--- config.mk ---
export PLATFORM = sky130hd
export DESIGN_NAME = spi_msg_regbank
export DESIGN_NICKNAME = d
export VERILOG_FILES = /design/src/rtl/spi_msg_pkg.sv /design/src/rtl/spi_msg_ctrl.sv /design/src/rtl/spi_msg_regs.sv /design/src/rtl/spi_msg_data.sv /design/src/rtl/spi_msg_regbank.sv
export SDC_FILE = /design/constraint.sdc
export NUM_CORES = 1
export LEC_CHECK = 0
export BUFFER_PORTS_ARGS = -buffer_cell sky130_fd_sc_hd__buf_4
export CORE_MARGIN = 2
export CORE_UTILIZATION = 40
export CTS_CLUSTER_SIZE = 16
export DETAILED_ROUTE_END_ITERATION = 16
export GPL_TIMING_DRIVEN = 0
export SYNTH_ARGS = -nofsm -noshare
export SYNTH_HDL_FRONTEND = slang
export SYNTH_SLANG_ARGS = --single-unit
--- constraint.sdc ---
create_clock -name clk -period 3.1 [get_ports clk]
set_input_delay 0.31 -clock clk [delete_from_list [all_inputs] [get_ports clk]]
set_output_delay 0.31 -clock clk [all_outputs]
set_load 0.01 [all_outputs]
--- src/rtl/spi_msg_pkg.sv ---
package spi_msg_pkg;
  localparam int WORD_W     = 32;
  localparam int WORD_BYTES = WORD_W / 8;
  localparam int BIDX_W     = $clog2(WORD_BYTES);
  localparam int ADDR_W     = 7;
  localparam logic [3:0] STAT_TAG = 4'hA;

  typedef enum logic [1:0] {
    ST_IDLE    = 2'd0,
    ST_TX_STAT = 2'd1,
    ST_TX_WORD = 2'd2,
    ST_RX_WORD = 2'd3
  } msg_state_e;

  // Status answer: tag nibble, two zero bits, write flag, error flag.
  function automatic logic [7:0] status_byte(input logic wr, input logic err);
    return {STAT_TAG, 2'b00, wr, err};
  endfunction

  // Byte k of a word, k = 0 is the least significant byte.
  function automatic logic [7:0] pick_byte(input logic [WORD_W-1:0] w,
                                           input logic [BIDX_W-1:0] k);
    return w[8*k +: 8];
  endfunction

  // Writes may only target read-write indices; reads any existing index.
  function automatic logic index_ok(input logic wr, input logic [ADDR_W-1:0] a,
                                    input int n_rw, input int n_all);
    if (wr) return int'(a) < n_rw;
    return int'(a) < n_all;
  endfunction
endpackage

--- src/rtl/spi_msg_ctrl.sv ---
module spi_msg_ctrl
  import spi_msg_pkg::*;
#(
  parameter int N_RW = 4,
  parameter int N_RO = 2
) (
  input  logic              clk,
  input  logic              rst_n,
  input  logic              sel_i,
  input  logic              rx_valid_i,
  input  logic [7:0]        rx_byte_i,
  output msg_state_e        state_o,
  output logic [ADDR_W-1:0] cmd_addr_o,
  output logic              ev_cmd_o,
  output logic              ev_snap_o,
  output logic              ev_shift_o,
  output logic              ev_commit_o,
  output logic              ev_send_o,
  output logic [BIDX_W-1:0] send_idx_o,
  output logic [7:0]        stat_byte_o
);
  localparam int N_ALL = N_RW + N_RO;
  localparam logic [BIDX_W-1:0] TOP_IDX = BIDX_W'(WORD_BYTES - 1);

  msg_state_e        state_q;
  logic [BIDX_W-1:0] idx_q;
  logic              wr_q, err_q;
  logic [ADDR_W-1:0] addr_q;
  logic              take, cmd_err;

  assign take    = sel_i && rx_valid_i;
  assign cmd_err = !index_ok(rx_byte_i[7], rx_byte_i[6:0], N_RW, N_ALL);

  always_comb begin
    ev_cmd_o    = take && state_q == ST_IDLE;
    ev_snap_o   = take && state_q == ST_TX_STAT && !wr_q;
    ev_shift_o  = take && state_q == ST_RX_WORD;
    ev_commit_o = ev_shift_o && idx_q == '0 && !err_q;
    ev_send_o   = ev_snap_o || (take && state_q == ST_TX_WORD && idx_q != '0);
    send_idx_o  = ev_snap_o ? TOP_IDX : idx_q - BIDX_W'(1);
    stat_byte_o = status_byte(rx_byte_i[7], cmd_err);
  end

  always_ff @(posedge clk) begin
    if (!rst_n) begin
      state_q <= ST_IDLE;
      idx_q   <= '0;
      wr_q    <= 1'b0;
      err_q   <= 1'b0;
      addr_q  <= '0;
    end else if (!sel_i) begin
      state_q <= ST_IDLE;
      idx_q   <= '0;
    end else if (rx_valid_i) begin
      unique case (state_q)
        ST_IDLE: begin
          wr_q    <= rx_byte_i[7];
          addr_q  <= rx_byte_i[6:0];
          err_q   <= cmd_err;
          idx_q   <= '0;
          state_q <= ST_TX_STAT;
        end
        ST_TX_STAT: begin
          idx_q   <= TOP_IDX;
          state_q <= wr_q ? ST_RX_WORD : ST_TX_WORD;
        end
        ST_TX_WORD, ST_RX_WORD: begin
          if (idx_q == '0) state_q <= ST_IDLE;
          else             idx_q   <= idx_q - BIDX_W'(1);
        end
        default: state_q <= ST_IDLE;
      endcase
    end
  end

  assign state_o    = state_q;
  assign cmd_addr_o = addr_q;
endmodule

--- src/rtl/spi_msg_regs.sv ---
module spi_msg_regs
  import spi_msg_pkg::*;
#(
  parameter int N_RW = 4,
  parameter int N_RO = 2
) (
  input  logic                   clk,
  input  logic                   rst_n,
  input  logic                   wr_en_i,
  input  logic [ADDR_W-1:0]      addr_i,
  input  logic [WORD_W-1:0]      wr_data_i,
  input  logic [N_RO*WORD_W-1:0] ro_flat_i,
  output logic [N_RW*WORD_W-1:0] rw_flat_o,
  output logic [WORD_W-1:0]      rd_data_o
);
  localparam int N_ALL = N_RW + N_RO;

  logic [WORD_W-1:0] bank [N_ALL];

  for (genvar g = 0; g < N_RW; g++) begin : g_rw
    logic [WORD_W-1:0] q;
    always_ff @(posedge clk) begin
      if (!rst_n)                                   q <= '0;
      else if (wr_en_i && addr_i == ADDR_W'(g))     q <= wr_data_i;
    end
    assign rw_flat_o[g*WORD_W +: WORD_W] = q;
    assign bank[g] = q;
  end

  for (genvar g = 0; g < N_RO; g++) begin : g_ro
    assign bank[N_RW+g] = ro_flat_i[g*WORD_W +: WORD_W];
  end

  always_comb begin
    rd_data_o = '0;
    for (int i = 0; i < N_ALL; i++)
      if (addr_i == ADDR_W'(i)) rd_data_o = bank[i];
  end
endmodule

--- src/rtl/spi_msg_data.sv ---
module spi_msg_data
  import spi_msg_pkg::*;
(
  input  logic              clk,
  input  logic              rst_n,
  input  logic              sel_i,
  input  logic              shift_i,
  input  logic              snap_i,
  input  logic [7:0]        rx_byte_i,
  input  logic [WORD_W-1:0] rd_data_i,
  input  logic [BIDX_W-1:0] send_idx_i,
  output logic [WORD_W-1:0] wr_word_o,
  output logic [7:0]        send_byte_o
);
  logic [WORD_W-9:0] asm_q;
  logic [WORD_W-1:0] snap_q;

  assign wr_word_o   = {asm_q, rx_byte_i};
  assign send_byte_o = pick_byte(snap_i ? rd_data_i : snap_q, send_idx_i);

  always_ff @(posedge clk) begin
    if (!rst_n) begin
      asm_q  <= '0;
      snap_q <= '0;
    end else begin
      if (!sel_i)       asm_q <= '0;
      else if (shift_i) asm_q <= wr_word_o[WORD_W-9:0];
      if (snap_i)       snap_q <= rd_data_i;
    end
  end
endmodule

--- src/rtl/spi_msg_regbank.sv ---
module spi_msg_regbank
  import spi_msg_pkg::*;
#(
  parameter int N_RW = 4,
  parameter int N_RO = 2
) (
  input  logic                   clk,
  input  logic                   rst_n,
  input  logic                   sel_i,
  input  logic                   rx_valid_i,
  input  logic [7:0]             rx_byte_i,
  output logic                   tx_load_o,
  output logic [7:0]             tx_byte_o,
  output logic [1:0]             msg_state_o,
  output logic [N_RW*WORD_W-1:0] rw_regs_o,
  input  logic [N_RO*WORD_W-1:0] ro_regs_i
);
  msg_state_e        state;
  logic [ADDR_W-1:0] cmd_addr;
  logic              ev_cmd, ev_snap, ev_shift, ev_commit, ev_send;
  logic [BIDX_W-1:0] send_idx;
  logic [7:0]        stat_byte, send_byte;
  logic [WORD_W-1:0] wr_word, rd_data;
  logic              load_q;
  logic [7:0]        byte_q;

  spi_msg_ctrl #(.N_RW(N_RW), .N_RO(N_RO)) u_ctrl (
    .clk(clk), .rst_n(rst_n), .sel_i(sel_i), .rx_valid_i(rx_valid_i),
    .rx_byte_i(rx_byte_i), .state_o(state), .cmd_addr_o(cmd_addr),
    .ev_cmd_o(ev_cmd), .ev_snap_o(ev_snap), .ev_shift_o(ev_shift),
    .ev_commit_o(ev_commit), .ev_send_o(ev_send), .send_idx_o(send_idx),
    .stat_byte_o(stat_byte)
  );

  spi_msg_regs #(.N_RW(N_RW), .N_RO(N_RO)) u_regs (
    .clk(clk), .rst_n(rst_n), .wr_en_i(ev_commit), .addr_i(cmd_addr),
    .wr_data_i(wr_word), .ro_flat_i(ro_regs_i), .rw_flat_o(rw_regs_o),
    .rd_data_o(rd_data)
  );

  spi_msg_data u_data (
    .clk(clk), .rst_n(rst_n), .sel_i(sel_i), .shift_i(ev_shift),
    .snap_i(ev_snap), .rx_byte_i(rx_byte_i), .rd_data_i(rd_data),
    .send_idx_i(send_idx), .wr_word_o(wr_word), .send_byte_o(send_byte)
  );

  always_ff @(posedge clk) begin
    if (!rst_n) begin
      load_q <= 1'b0;
      byte_q <= '0;
    end else begin
      load_q <= ev_cmd || ev_send;
      if (ev_cmd)       byte_q <= stat_byte;
      else if (ev_send) byte_q <= send_byte;
    end
  end

  assign tx_load_o   = load_q;
  assign tx_byte_o   = byte_q;
  assign msg_state_o = state;
endmodule

==> run summary <==
Critical-path top delay cell -> clkbuf_1
Crit-path leading delay family -> buffers and inverters
Top-level port count -> 215
Final setup viols -> 0
Max-cap violations -> 0
Vias -> 10,100
WP data required -> 3.47 ns
Largest net degree at the start of global routing -> 13
Synth area leaders -> dfxtp_1 42%, nand2_1 13%, a21boi_1 7.4%, a21boi_0 3.9%, mux2i_1 3.2%
Critical-path cell list -> buf_2, buf_2, buf_2, clkbuf_1, a21oi_1, a211oi_1, o31ai_1
Clock Tree Root -> clkbuf_16
Yosys reg bits -> 206
Clk_lat worst skew -> 0.51 ns
Endpoint type of the worst setup path -> flop
Number of library cell types mapped by synthesis -> 68
CTS hold repair buffers -> 0
Yosys warnings -> 0
Worst VDD drop -> 0.317 mV
Overflow after GRT -> 0
First-pass GRT wire length -> 62,200 um
Power Dens Cells -> 482 nW/um2
Post-synth ARST share -> 0
Fin crit period -> 3.06 ns
H-tree Lvls -> 1
Number of global-route vias before repair -> 9,601
CTS tree -> yes
Syn Nets -> 1,256
Area of the multi-input gates -> 5240 um2
Unrepaired setup endpoints after global routing -> false
Register area share after synthesis -> 0.419
Wire per inst -> 24.3 um
CTS buffer count -> 23
Max clock buf depth -> 3
CP Max Fanout -> 10
Setup WS pre-CTS -> -0.339 ns
Nets -> 1,492
Fin Setup TNS -> 0 ns
# port buffers -> 212
Placed insts -> 1,715
Synth Area in Compound Gates -> 0.247
Crit-path max cell delay -> 0.67 ns
Initial antenna violation count -> 0
Run status -> complete, no violations
Utilization after layout -> 0.520
Most common library cells after synthesis -> 352 x nand2_1, 206 x dfxtp_1, 97 x a21boi_1
Starting Density -> 0.406
Filler cells -> 2,381
Area share of the largest cell type after synthesis -> 0.419
CP Buf/Inv Count -> 4
Drt via density -> 5.76
Min-delay worst type -> in -> reg
Nature of the critical path startpoint -> flop
Post-CTS Setup Bufs -> 0
Final hold violation count -> 0
DR DRC count -> 0
Synth Area in Adders -> 0.00127
Final WL -> 42,700 um
Die W -> 161 um
Final slew viol count -> 0
Share of cells above drive strength 1 -> 0.245
Relative slew slack -> 0.0313
DRT iter0 DRCs -> 978
Die Y -> 161 um
Worst setup margin -> 0.0423 ns
Most common cell in the synthesized netlist -> nand2_1
Most used cell, CP -> buf_2
Data arrival, critical path -> 3.43 ns
Mux cell area share after synthesis -> 0.0819
Final Cycle Share -> 0.986
Post-Synth XOR/XNOR Area -> 0
Finished Layout Cells -> 1,754
Area growth syn-to-layout -> 28.2%
Peak Freq -> 327 MHz
Total core area -> 24,200 um2
Leading area contributor after synthesis -> dfxtp_1
Avg Inst Size Synth -> 8.35 um2
Clk_skew -> 0.00675 ns
Clock transition at path regs -> 0.06 ns
Slew @ Worst Pin -> 1.44 ns
Largest family of logic cells by synthesized area -> compound AO/OA/AOI/OAI gates
Leakage -> 0.00475 uW
Row Count -> 57
Post-DP HPWL -> 31,800 um
Top_reg_cell synth -> dfxtp_1
Sequential Area -> 4130 um2
Gate Count Post-Synth -> 1,179
Total Power -> 6080 uW
Global Route Usage Sum -> 0.321
Critical Setup Path Class -> reg -> reg
DR pass1 iterations -> 6
Clock Sinks -> 206
Netlist Area Pre-Place -> 9840 um2
Die ar. -> 25,900 um2
Final Wtd Congestion -> 0.928
EDFF count, synth -> 0
Final antenna-violating net count -> 0
Simple-Gate Fraction of Synth Area -> 0.202
## registers in the layout, indices dropped and copies added (netlist names)
| signal | cells |
|---|---|
| u_regs.g_rw.q | 128 |
| u_data.snap_q | 32 |
| u_data.asm_q | 24 |
| tx_byte_o | 8 |
| u_ctrl.cmd_addr_o | 7 |
| u_ctrl.idx_q | 2 |
| u_ctrl.state_o | 2 |
| tx_load_o | 1 |
| u_ctrl.err_q | 1 |
| u_ctrl.wr_q | 1 |
## logic make-up after synthesis
family,Yosys count
multiplexers,66
buffers and inverters,108
AND/OR/NAND/NOR,462
AO/OA/AOI/OAI,336
adder cells (fa/ha/maj),1
flip-flops,206
## layout make-up
type | instances | share of cell area
well taps | 324 | 0.0321
diodes | 1 | 0.000198
clock inverters | 5 | 0.00794
flip-flops and latches | 206 | 0.327
clock buffers | 34 | 0.0529
plain buffers | 99 | 0.0356
repair buffers | 212 | 0.126
inverters | 8 | 0.00238
multi-input cells | 865 | 0.416
## power by group
group	leakage (uW)	internal [uW]	switching [uW]
sequential	0.00166	2660	15.5
clock	0.000377	1730	1120
combinational	0.00272	207	338
## stage by stage
step                      hold slack (ns)  area, um2
after global placement              0.448      11800
after global routing               0.0992      12600
after detailed placement            0.453      11800
final                               0.100      12600
after floorplan                     0.435       9840
after CTS                          0.0825      12600
## final timing paths
check / slack [ns] / start / end / cells after the start
worst min register to register: 0.46 / u_data.snap_q[30] / u_data.snap_q[30] / 2
worst max-delay path: 0.04 / u_ctrl.cmd_addr_o[0] / tx_byte_o[0] / 7
worst max register to register: 0.04 / u_ctrl.cmd_addr_o[0] / tx_byte_o[0] / 7
worst min-delay path: 0.10 / rx_byte_i[0] / u_regs.g_rw[0].q[0] / 3
## worst register-to-register path, cell delays in order (launching register included)
cell      delay (ns)
dfxtp_1         0.31
buf_2           0.26
buf_2           0.38
buf_2           0.44
clkbuf_1        0.67
a21oi_1         0.11
a211oi_1        0.60
o31ai_1         0.15
## routing by layer
| metal | part of all wire | vias to the layer above | routed length [um] | global-route usage |
|---|---|---|---|---|
| met1 | 0.42 | 4853 | 17900 | 0.440 |
| met4 | 0.039 | 0 | 1680 | 0.124 |
| met3 | 0.097 | 110 | 4140 | 0.0630 |
| met5 | 0 | - | 0 | 0 |
| li1 | - | 4601 | - | - |
| met2 | 0.44 | 535 | 19000 | 0.498 |
## timing repair
| action | CTS | global route |
|---|---|---|
| setup endpoints to repair | 127 | 69 |
| cloned | 0 | 0 |
| gates resized for setup | 1 | 3 |
## placed cells by master, fill, tap and decap left out, types with 4 or more instances in the layout
| cell | instances |
|---|---|
| clkbuf_8 | 5 |
| clkbuf_1 | 54 |
| o21ai_0 | 41 |
| a22oi_1 | 6 |
| o31ai_1 | 6 |
| o2111ai_1 | 7 |
| clkbuf_16 | 23 |
| o221ai_1 | 11 |
| nor2b_1 | 16 |
| a21boi_0 | 51 |
| a2bb2oi_1 | 4 |
| nand3_1 | 10 |
| and3_1 | 4 |
| o22ai_1 | 7 |
| a211oi_1 | 7 |
| inv_1 | 8 |
| o221a_2 | 5 |
| o211ai_1 | 5 |
| or3_1 | 8 |
| buf_2 | 43 |
| a221oi_1 | 6 |
| nor3_1 | 9 |
| nand2b_1 | 7 |
| mux4_2 | 9 |
| nand2_1 | 352 |
| a21boi_1 | 97 |
| dfxtp_1 | 205 |
| mux2_2 | 26 |
| mux2i_1 | 31 |
| nor3b_1 | 10 |
| a21oi_1 | 47 |
| buf_4 | 216 |
| nor2_1 | 27 |
No activity file was read; power rests on OpenSTA's default activity.
